### src/rtl/pccard_cfg_pkg.sv
package pccard_cfg_pkg;

    typedef enum logic [0:0] {
        CS_RUN   = 1'b0,
        CS_RESET = 1'b1
    } card_state_e;

    localparam logic [7:0] OPT_WMASK  = 8'hCF;
    localparam int         OPT_SRST   = 7;
    localparam int         MODE_W     = 6;

    localparam logic [7:0] STAT_KEEP  = 8'h82;
    localparam logic [7:0] STAT_LOAD  = 8'h74;
    localparam int         STAT_PEND  = 1;
    localparam int         STAT_PWRDN = 2;

    localparam int         PIN_READY  = 5;
    localparam int         PIN_MRDY   = 1;
    localparam logic [7:0] PIN_FIXED  = 8'h0C;

endpackage

### src/rtl/pccard_cis_rom.sv
module pccard_cis_rom #(
    parameter int ADDR_W  = 10,
    parameter int ROM_LEN = 16,
    parameter logic [ROM_LEN*8-1:0] ROM_DATA = '0
) (
    input  logic [ADDR_W-1:0] addr,
    output logic [7:0]        rom_byte
);
    localparam int IDX_W = (ROM_LEN > 1) ? $clog2(ROM_LEN) : 1;
    localparam logic [ADDR_W:0] ROM_LIM = (ADDR_W+1)'(ROM_LEN);

    logic [7:0] bytes_w [ROM_LEN];

    for (genvar gi = 0; gi < ROM_LEN; gi++) begin : g_byte
        assign bytes_w[gi] = ROM_DATA[gi*8 +: 8];
    end

    logic in_range;
    assign in_range = ({1'b0, addr} < ROM_LIM) && !addr[0];

    always_comb begin
        rom_byte = 8'h00;
        if (in_range) rom_byte = bytes_w[addr[IDX_W-1:0]];
    end
endmodule

### src/rtl/pccard_attr_decode.sv
module pccard_attr_decode #(
    parameter int ADDR_W    = 10,
    parameter int ATTR_BASE = 'h200
) (
    input  logic [ADDR_W-1:0] addr,
    output logic              sel_rom,
    output logic              sel_opt,
    output logic              sel_stat,
    output logic              sel_pin
);
    localparam logic [ADDR_W-1:0] BASE_W = ADDR_W'(ATTR_BASE);

    logic [ADDR_W-1:0] off;
    logic              in_regs;

    always_comb begin
        in_regs  = (addr >= BASE_W);
        off      = addr - BASE_W;
        sel_rom  = !in_regs;
        sel_opt  = in_regs && (off == ADDR_W'(0));
        sel_stat = in_regs && (off == ADDR_W'(2));
        sel_pin  = in_regs && (off == ADDR_W'(4));
    end
endmodule

### src/rtl/pccard_irq_gen.sv
module pccard_irq_gen (
    input  logic clk,
    input  logic rst_n,
    input  logic pend,
    input  logic dc_irq_dis,
    input  logic dc_soft_rst,
    input  logic opt_srst,
    output logic card_irq
);
    always_comb begin
        card_irq = 1'b1;
        if (pend)        card_irq = 1'b0;
        if (dc_irq_dis)  card_irq = 1'b0;
        if (dc_soft_rst) card_irq = 1'b0;
        if (opt_srst)    card_irq = 1'b0;
    end

    // any blocking term keeps the line low
    assert_irq_blocked_R11: assert property (@(posedge clk) disable iff (!rst_n)
        (pend || dc_irq_dis || dc_soft_rst || opt_srst) |-> !card_irq);
endmodule

### src/rtl/pccard_cfg_core.sv
module pccard_cfg_core
    import pccard_cfg_pkg::*;
(
    input  logic        clk,
    input  logic        rst_n,
    input  logic        sel_rom,
    input  logic        sel_opt,
    input  logic        sel_stat,
    input  logic        sel_pin,
    input  logic [7:0]  rom_byte,
    input  logic        attr_wr,
    input  logic [7:0]  attr_wdata,
    input  logic        tf_irq,
    input  logic        dc_irq_dis,
    output logic [7:0]  attr_rdata,
    output logic        card_rst_req,
    output logic [MODE_W-1:0] addr_mode,
    output logic        pend,
    output logic        opt_srst
);
    card_state_e state_q, state_d;
    logic [7:0]  opt_q, stat_q, pins_q;
    logic [7:0]  stat_d, pins_d;
    logic        opt_wr, stat_wr, pin_wr, pwr_toggle;

    assign opt_wr     = attr_wr && sel_opt  && (state_q == CS_RUN);
    assign stat_wr    = attr_wr && sel_stat && (state_q == CS_RUN);
    assign pin_wr     = attr_wr && sel_pin  && (state_q == CS_RUN);
    assign pwr_toggle = stat_q[STAT_PWRDN] ^ attr_wdata[STAT_PWRDN];

    // state register
    always_ff @(posedge clk or negedge rst_n) begin
        if (!rst_n) state_q <= CS_RUN;
        else        state_q <= state_d;
    end

    // next state
    always_comb begin
        state_d = state_q;
        unique case (state_q)
            CS_RUN:   if (opt_wr && attr_wdata[OPT_SRST]) state_d = CS_RESET;
            CS_RESET: state_d = CS_RUN;
        endcase
    end

    // next register values in CS_RUN
    always_comb begin
        stat_d = stat_q;
        pins_d = pins_q;
        if (stat_wr) begin
            stat_d = (stat_q & STAT_KEEP) | (attr_wdata & STAT_LOAD);
            if (pwr_toggle) pins_d[PIN_READY] = 1'b1;
        end
        if (pin_wr) begin
            pins_d           = pins_q & (8'h1 << PIN_READY);
            pins_d[PIN_MRDY] = attr_wdata[PIN_MRDY];
        end
        stat_d[STAT_PEND] = tf_irq;
    end

    always_ff @(posedge clk or negedge rst_n) begin
        if (!rst_n) begin
            opt_q  <= 8'h00;
            stat_q <= 8'h00;
            pins_q <= 8'h00;
        end else begin
            unique case (state_q)
                CS_RUN: begin
                    if (opt_wr) opt_q <= attr_wdata & OPT_WMASK;
                    stat_q <= stat_d;
                    pins_q <= pins_d;
                end
                CS_RESET: begin
                    opt_q  <= 8'h00;
                    stat_q <= 8'h00;
                    pins_q <= 8'h00;
                end
            endcase
        end
    end

    // outputs
    always_comb begin
        card_rst_req = (state_q == CS_RESET);
        addr_mode    = opt_q[MODE_W-1:0];
        pend         = stat_q[STAT_PEND];
        opt_srst     = opt_q[OPT_SRST];
        attr_rdata   = 8'h00;
        if (sel_rom) begin
            attr_rdata = rom_byte;
        end else if (sel_opt) begin
            attr_rdata = opt_q;
        end else if (sel_stat) begin
            attr_rdata = stat_q;
            if (dc_irq_dis) attr_rdata[STAT_PEND] = 1'b0;
        end else if (sel_pin) begin
            attr_rdata = (pins_q & (8'h1 << PIN_READY)) | PIN_FIXED;
        end
    end

    // pending bit samples the request while running
    assert_pend_follows_R9: assert property (@(posedge clk) disable iff (!rst_n)
        ($past(rst_n) && state_q == CS_RUN && $past(state_q) == CS_RUN)
            |-> stat_q[STAT_PEND] == $past(tf_irq));

    // reset state lasts one cycle and clears everything
    assert_reset_clears_R5: assert property (@(posedge clk) disable iff (!rst_n)
        (state_q == CS_RESET) |=> (state_q == CS_RUN && opt_q == 8'h00
                                   && stat_q == 8'h00 && pins_q == 8'h00));

    assert_rst_pulse_R5: assert property (@(posedge clk) disable iff (!rst_n)
        card_rst_req |=> !card_rst_req);

    // masked option bits never stored
    assert_opt_mask_R4: assert property (@(posedge clk) disable iff (!rst_n)
        opt_wr |=> (opt_q & 8'h30) == 8'h00);

    // power-down toggle sets ready
    assert_ready_on_toggle_R7: assert property (@(posedge clk) disable iff (!rst_n)
        (stat_wr && pwr_toggle) |=> pins_q[PIN_READY]);

    // pin write keeps ready and stores bit 1
    assert_pin_write_R8: assert property (@(posedge clk) disable iff (!rst_n)
        pin_wr |=> (pins_q[PIN_READY] == $past(pins_q[PIN_READY])
                    && pins_q[PIN_MRDY] == $past(attr_wdata[PIN_MRDY])));
endmodule

### src/rtl/pccard_cfg_regs.sv
module pccard_cfg_regs
    import pccard_cfg_pkg::*;
#(
    parameter int ADDR_W    = 10,
    parameter int ATTR_BASE = 'h200,
    parameter int ROM_LEN   = 16,
    parameter logic [ROM_LEN*8-1:0] ROM_DATA = 128'h0F1E2D3C4B5A69788796A5B4C3D2E1F0
) (
    input  logic              clk,
    input  logic              rst_n,
    input  logic [ADDR_W-1:0] attr_addr,
    input  logic              attr_wr,
    input  logic [7:0]        attr_wdata,
    output logic [7:0]        attr_rdata,
    input  logic              tf_irq,
    input  logic              dc_irq_dis,
    input  logic              dc_soft_rst,
    output logic              card_rst_req,
    output logic [5:0]        addr_mode,
    output logic              card_irq
);
    logic       sel_rom, sel_opt, sel_stat, sel_pin;
    logic [7:0] rom_byte;
    logic       pend, opt_srst;

    pccard_attr_decode #(.ADDR_W(ADDR_W), .ATTR_BASE(ATTR_BASE)) u_dec (
        .addr(attr_addr), .sel_rom(sel_rom), .sel_opt(sel_opt),
        .sel_stat(sel_stat), .sel_pin(sel_pin)
    );

    pccard_cis_rom #(.ADDR_W(ADDR_W), .ROM_LEN(ROM_LEN), .ROM_DATA(ROM_DATA)) u_rom (
        .addr(attr_addr), .rom_byte(rom_byte)
    );

    pccard_cfg_core u_core (
        .clk(clk), .rst_n(rst_n),
        .sel_rom(sel_rom), .sel_opt(sel_opt), .sel_stat(sel_stat), .sel_pin(sel_pin),
        .rom_byte(rom_byte), .attr_wr(attr_wr), .attr_wdata(attr_wdata),
        .tf_irq(tf_irq), .dc_irq_dis(dc_irq_dis),
        .attr_rdata(attr_rdata), .card_rst_req(card_rst_req),
        .addr_mode(addr_mode), .pend(pend), .opt_srst(opt_srst)
    );

    pccard_irq_gen u_irq (
        .clk(clk), .rst_n(rst_n), .pend(pend), .dc_irq_dis(dc_irq_dis),
        .dc_soft_rst(dc_soft_rst), .opt_srst(opt_srst), .card_irq(card_irq)
    );
endmodule

### config.mk
export PLATFORM = sky130hd
export DESIGN_NAME = pccard_cfg_regs
export DESIGN_NICKNAME = d
export VERILOG_FILES = /design/src/rtl/pccard_cfg_pkg.sv /design/src/rtl/pccard_cis_rom.sv /design/src/rtl/pccard_attr_decode.sv /design/src/rtl/pccard_irq_gen.sv /design/src/rtl/pccard_cfg_core.sv /design/src/rtl/pccard_cfg_regs.sv
export SDC_FILE = /design/constraint.sdc
export NUM_CORES = 1
export LEC_CHECK = 0
export BUFFER_PORTS_ARGS = -buffer_cell sky130_fd_sc_hd__buf_2
export CAP_MARGIN = 5
export CORE_ASPECT_RATIO = 1.4
export CORE_MARGIN = 1.5
export CORE_UTILIZATION = 48
export DETAILED_ROUTE_END_ITERATION = 7
export PLACE_DENSITY = 0.79
export SETUP_SLACK_MARGIN = 0.02
export SLEW_MARGIN = 20
export SYNTH_ARGS = -nofsm -noshare
export SYNTH_HDL_FRONTEND = slang
export SYNTH_HIERARCHICAL = 1
export SYNTH_SLANG_ARGS = --single-unit
### constraint.sdc
create_clock -name clk -period 2.1 [get_ports clk]
set_input_delay 0.21 -clock clk [delete_from_list [all_inputs] [get_ports clk]]
set_output_delay 0.21 -clock clk [all_outputs]
set_load 0.05 [all_outputs]
==> results.toml <==
[run_status]
status = "finished with violations"
violations = "setup timing"

[finish]
layout.nets = 183
drive_gt1_frac = 0.595
area_delta_synth_final_pct = 49.8
utilization = 0.775
post-route-cell-area_um2 = 1550
fillers = 136
diodes = 0

[logic_synthesis]
synthAdderAreaFrac = 0
synth.area.top_cells = "dfrtp_1 (31%), a21bo_2 (9.7%), a21oi_1 (8.2%)"
avgSynthCellArea_um2 = 9.40
synth_compound_area_frac = 0.247
synth_edf_count = 0
synth_top_area_frac = 0.315
syn-instance-count = 110
synthTopCellsByCount = "a21oi_1 (17), dfrtp_1 (13), a21bo_2 (10), buf_4 (10), nand3_1 (10)"
synth_mux_area_frac = 0
synth.cell_area_um2 = 1030
synth.most_common_cell = "a21oi_1"
ys_warn_count = 6
yosysUniqueCellTypes = 31
seq_area_frac_synth = 0.315
yosys.area_share.simple = 0.312
synth_xor_area_frac = 0.00847
ys_ff_latch = 13
ys.flop_type = "dfrtp_1"
synth_top_family_by_area = "simple AND/OR/NAND/NOR gates"
synth-async-reset-ratio = 1.00
synth.largest_area_cell = "dfrtp_1"

[global_route]
antenna_found_initial = 0
overflow = 0
grt_pass1_vias = 1023
grt_pass1_wl_um = 4610
grt_max_degree = 23
grt_usage = 0.244

[clocking]
clockBufferDepth = 2
cts_tree = "built"
clkSlewWorstSetupHoldPaths_ns = 0.07
cts.htree.levels = 1
clkLatencyLatePin_ns = 0.27
cts_buffers = 3
cts_sinks = 13
clockRootBuffer = "clkbuf_4"

[sta]
skew_ns = 0.00240
fin_ws_ns = -0.0645
setup_violations = 8
period_share = 1.03
finalHoldViolations = 0
rsz0062_at_grt = "yes"
fmax_ghz = 0.462
min_period_ns = 2.16
slew_violations = 0
whs_ns = 0.149

[power]
pwr_density_cell_nw_per_um2 = 365
seqPwrFrac = 0.456
power_frac_comb = 0.280
p_leak_nw = 0.708
vdd_ir_drop_max_mv = 0.394
power_switching_uw = 175
p_sw_frac = 0.309
internal-power_uw = 391
p_clk_frac = 0.265

[worst_hold_path]
hold_path_class = "in -> reg"

[die]
coreArea_um2 = 2000
die_area_um2 = 2440
initial_utilization = 0.518
rows = 19
io_pins = 40
die_height_um = 57.9
die_w_um = 42.2

[setup_path]
worst_setup_path_end_kind = "primary output"
critPathLaunchType = "input pin"
path_max_fanout = 4
path_class = "in -> out"
crit_required_ns = 1.89
crit_arrival_ns = 1.95

[routing]
vias_per_cell = 5.74
detail_route.first_pass.iterations = 4
ant_nets = 0
first_iter_violations = 30
drc = 0
totalWireLength_um = 2850
wl_per_cell_um = 15.9
num_vias = 1028

[placed_design]
hpwl_um = 1980
place_area_um2 = 1360
routabilityCongestion = 0.794
io_buffers = 37

[flow_run]
drv_cap = 0
[per-stage QoR]
stage	setup TNS (ns)	worst slack [ns]	cells	total power, mW
after global placement	-0.748	-0.136	169	0.399
after floorplan	-0.0453	-0.0225	111	0.352
after global routing	-0.724	-0.125	179	0.593
after detailed placement	-0.978	-0.146	169	0.403
final	-0.318	-0.0645	179	0.565
after CTS	-0.119	-0.0301	178	0.570
[critical path: stages]
cell and delay [ns]:
buf_2 0.11, or4_4 0.57, nor4b_4 0.39, buf_4 0.20, nand3b_1 0.12, a21oi_4 0.18
buf_6 0.17
[layout by cell type, fill, tap and decap left out, drive strengths merged, types with 4 or more instances in the layout]
master,count
clkbuf,4
nor2b,5
nand3,10
a21bo,10
nor4,4
nor4b,4
buf,57
inv,4
dfrtp,13
a21oi,17
[final timing paths]
path	from	endpoint	slack [ns]	cells after the start
setup / recovery	attr_addr[5]	attr_rdata[6]	-0.06	7
hold / removal	tf_irq	u_core/stat_q[1]$_DFF_PN0_	0.15	2
setup reg to reg	u_core/card_rst_req$_DFF_PN0_	u_core/pins_q[5]$_DFFE_PN0P_	1.05	1
hold reg to reg	u_core/pins_q[5]$_DFFE_PN0P_	u_core/pins_q[5]$_DFFE_PN0P_	0.53	2
max in group asynchronous	rst_n	u_core/stat_q[6]$_DFFE_PN0P_	1.54	2
min in group asynchronous	rst_n	u_core/stat_q[1]$_DFF_PN0_	0.34	2
[power groups by stage]
stage / combinational (mW) / sequential, mW / clock, mW
finish: 0.158 / 0.258 / 0.150
global route: 0.168 / 0.258 / 0.167
CTS: 0.157 / 0.257 / 0.156
detailed placement: 0.141 / 0.262 / 0
global placement: 0.137 / 0.262 / 0
floorplan: 0.0911 / 0.261 / 0
[per-layer routing]
metal / part of all wire / track usage / up-vias
li1: - / - / 499
met4: 0.014 / 0.0804 / 0
met5: 0 / 0 / -
met1: 0.37 / 0.271 / 496
met3: 0.030 / 0.0156 / 6
met2: 0.59 / 0.479 / 27
[cells by family (layout without fill, tap and decap cells)]
| family | after synthesis | count (layout) |
|---|---|---|
| XOR/XNOR | 1 | 1 |
| AO/OA/AOI/OAI | 34 | 34 |
| other | 2 | 3 |
| buffers and inverters | 19 | 66 |
| AND/OR/NAND/NOR | 41 | 41 |
| flip-flops | 13 | 13 |
[sequential cells by signal, indices dropped and copies added, names as in the netlist]
register	cells
u_core/pins_q	1
u_core/opt_q	6
u_core/stat_q	5
u_core/card_rst_req	1
[timing repair]
item,in CTS,in global routing
pin swaps,7,3
resized for setup,28,1
hold endpoints to repair,13,0
hold buffers,1,0
cloned,0,0
endpoints found under the setup margin,8,8
buffers inserted,4,1
[layout make-up]
cell class	count	area, um^2	share of cell area
Clock buffer	4	26.3	0.0170
Inverter	4	15.0	0.00970
Multi-Input combinational cell	79	729	0.471
Sequential cell	13	325	0.210
Tap cell	21	26.3	0.0170
Timing Repair Buffer	58	425	0.275
(Power assumes the default switching activity.)
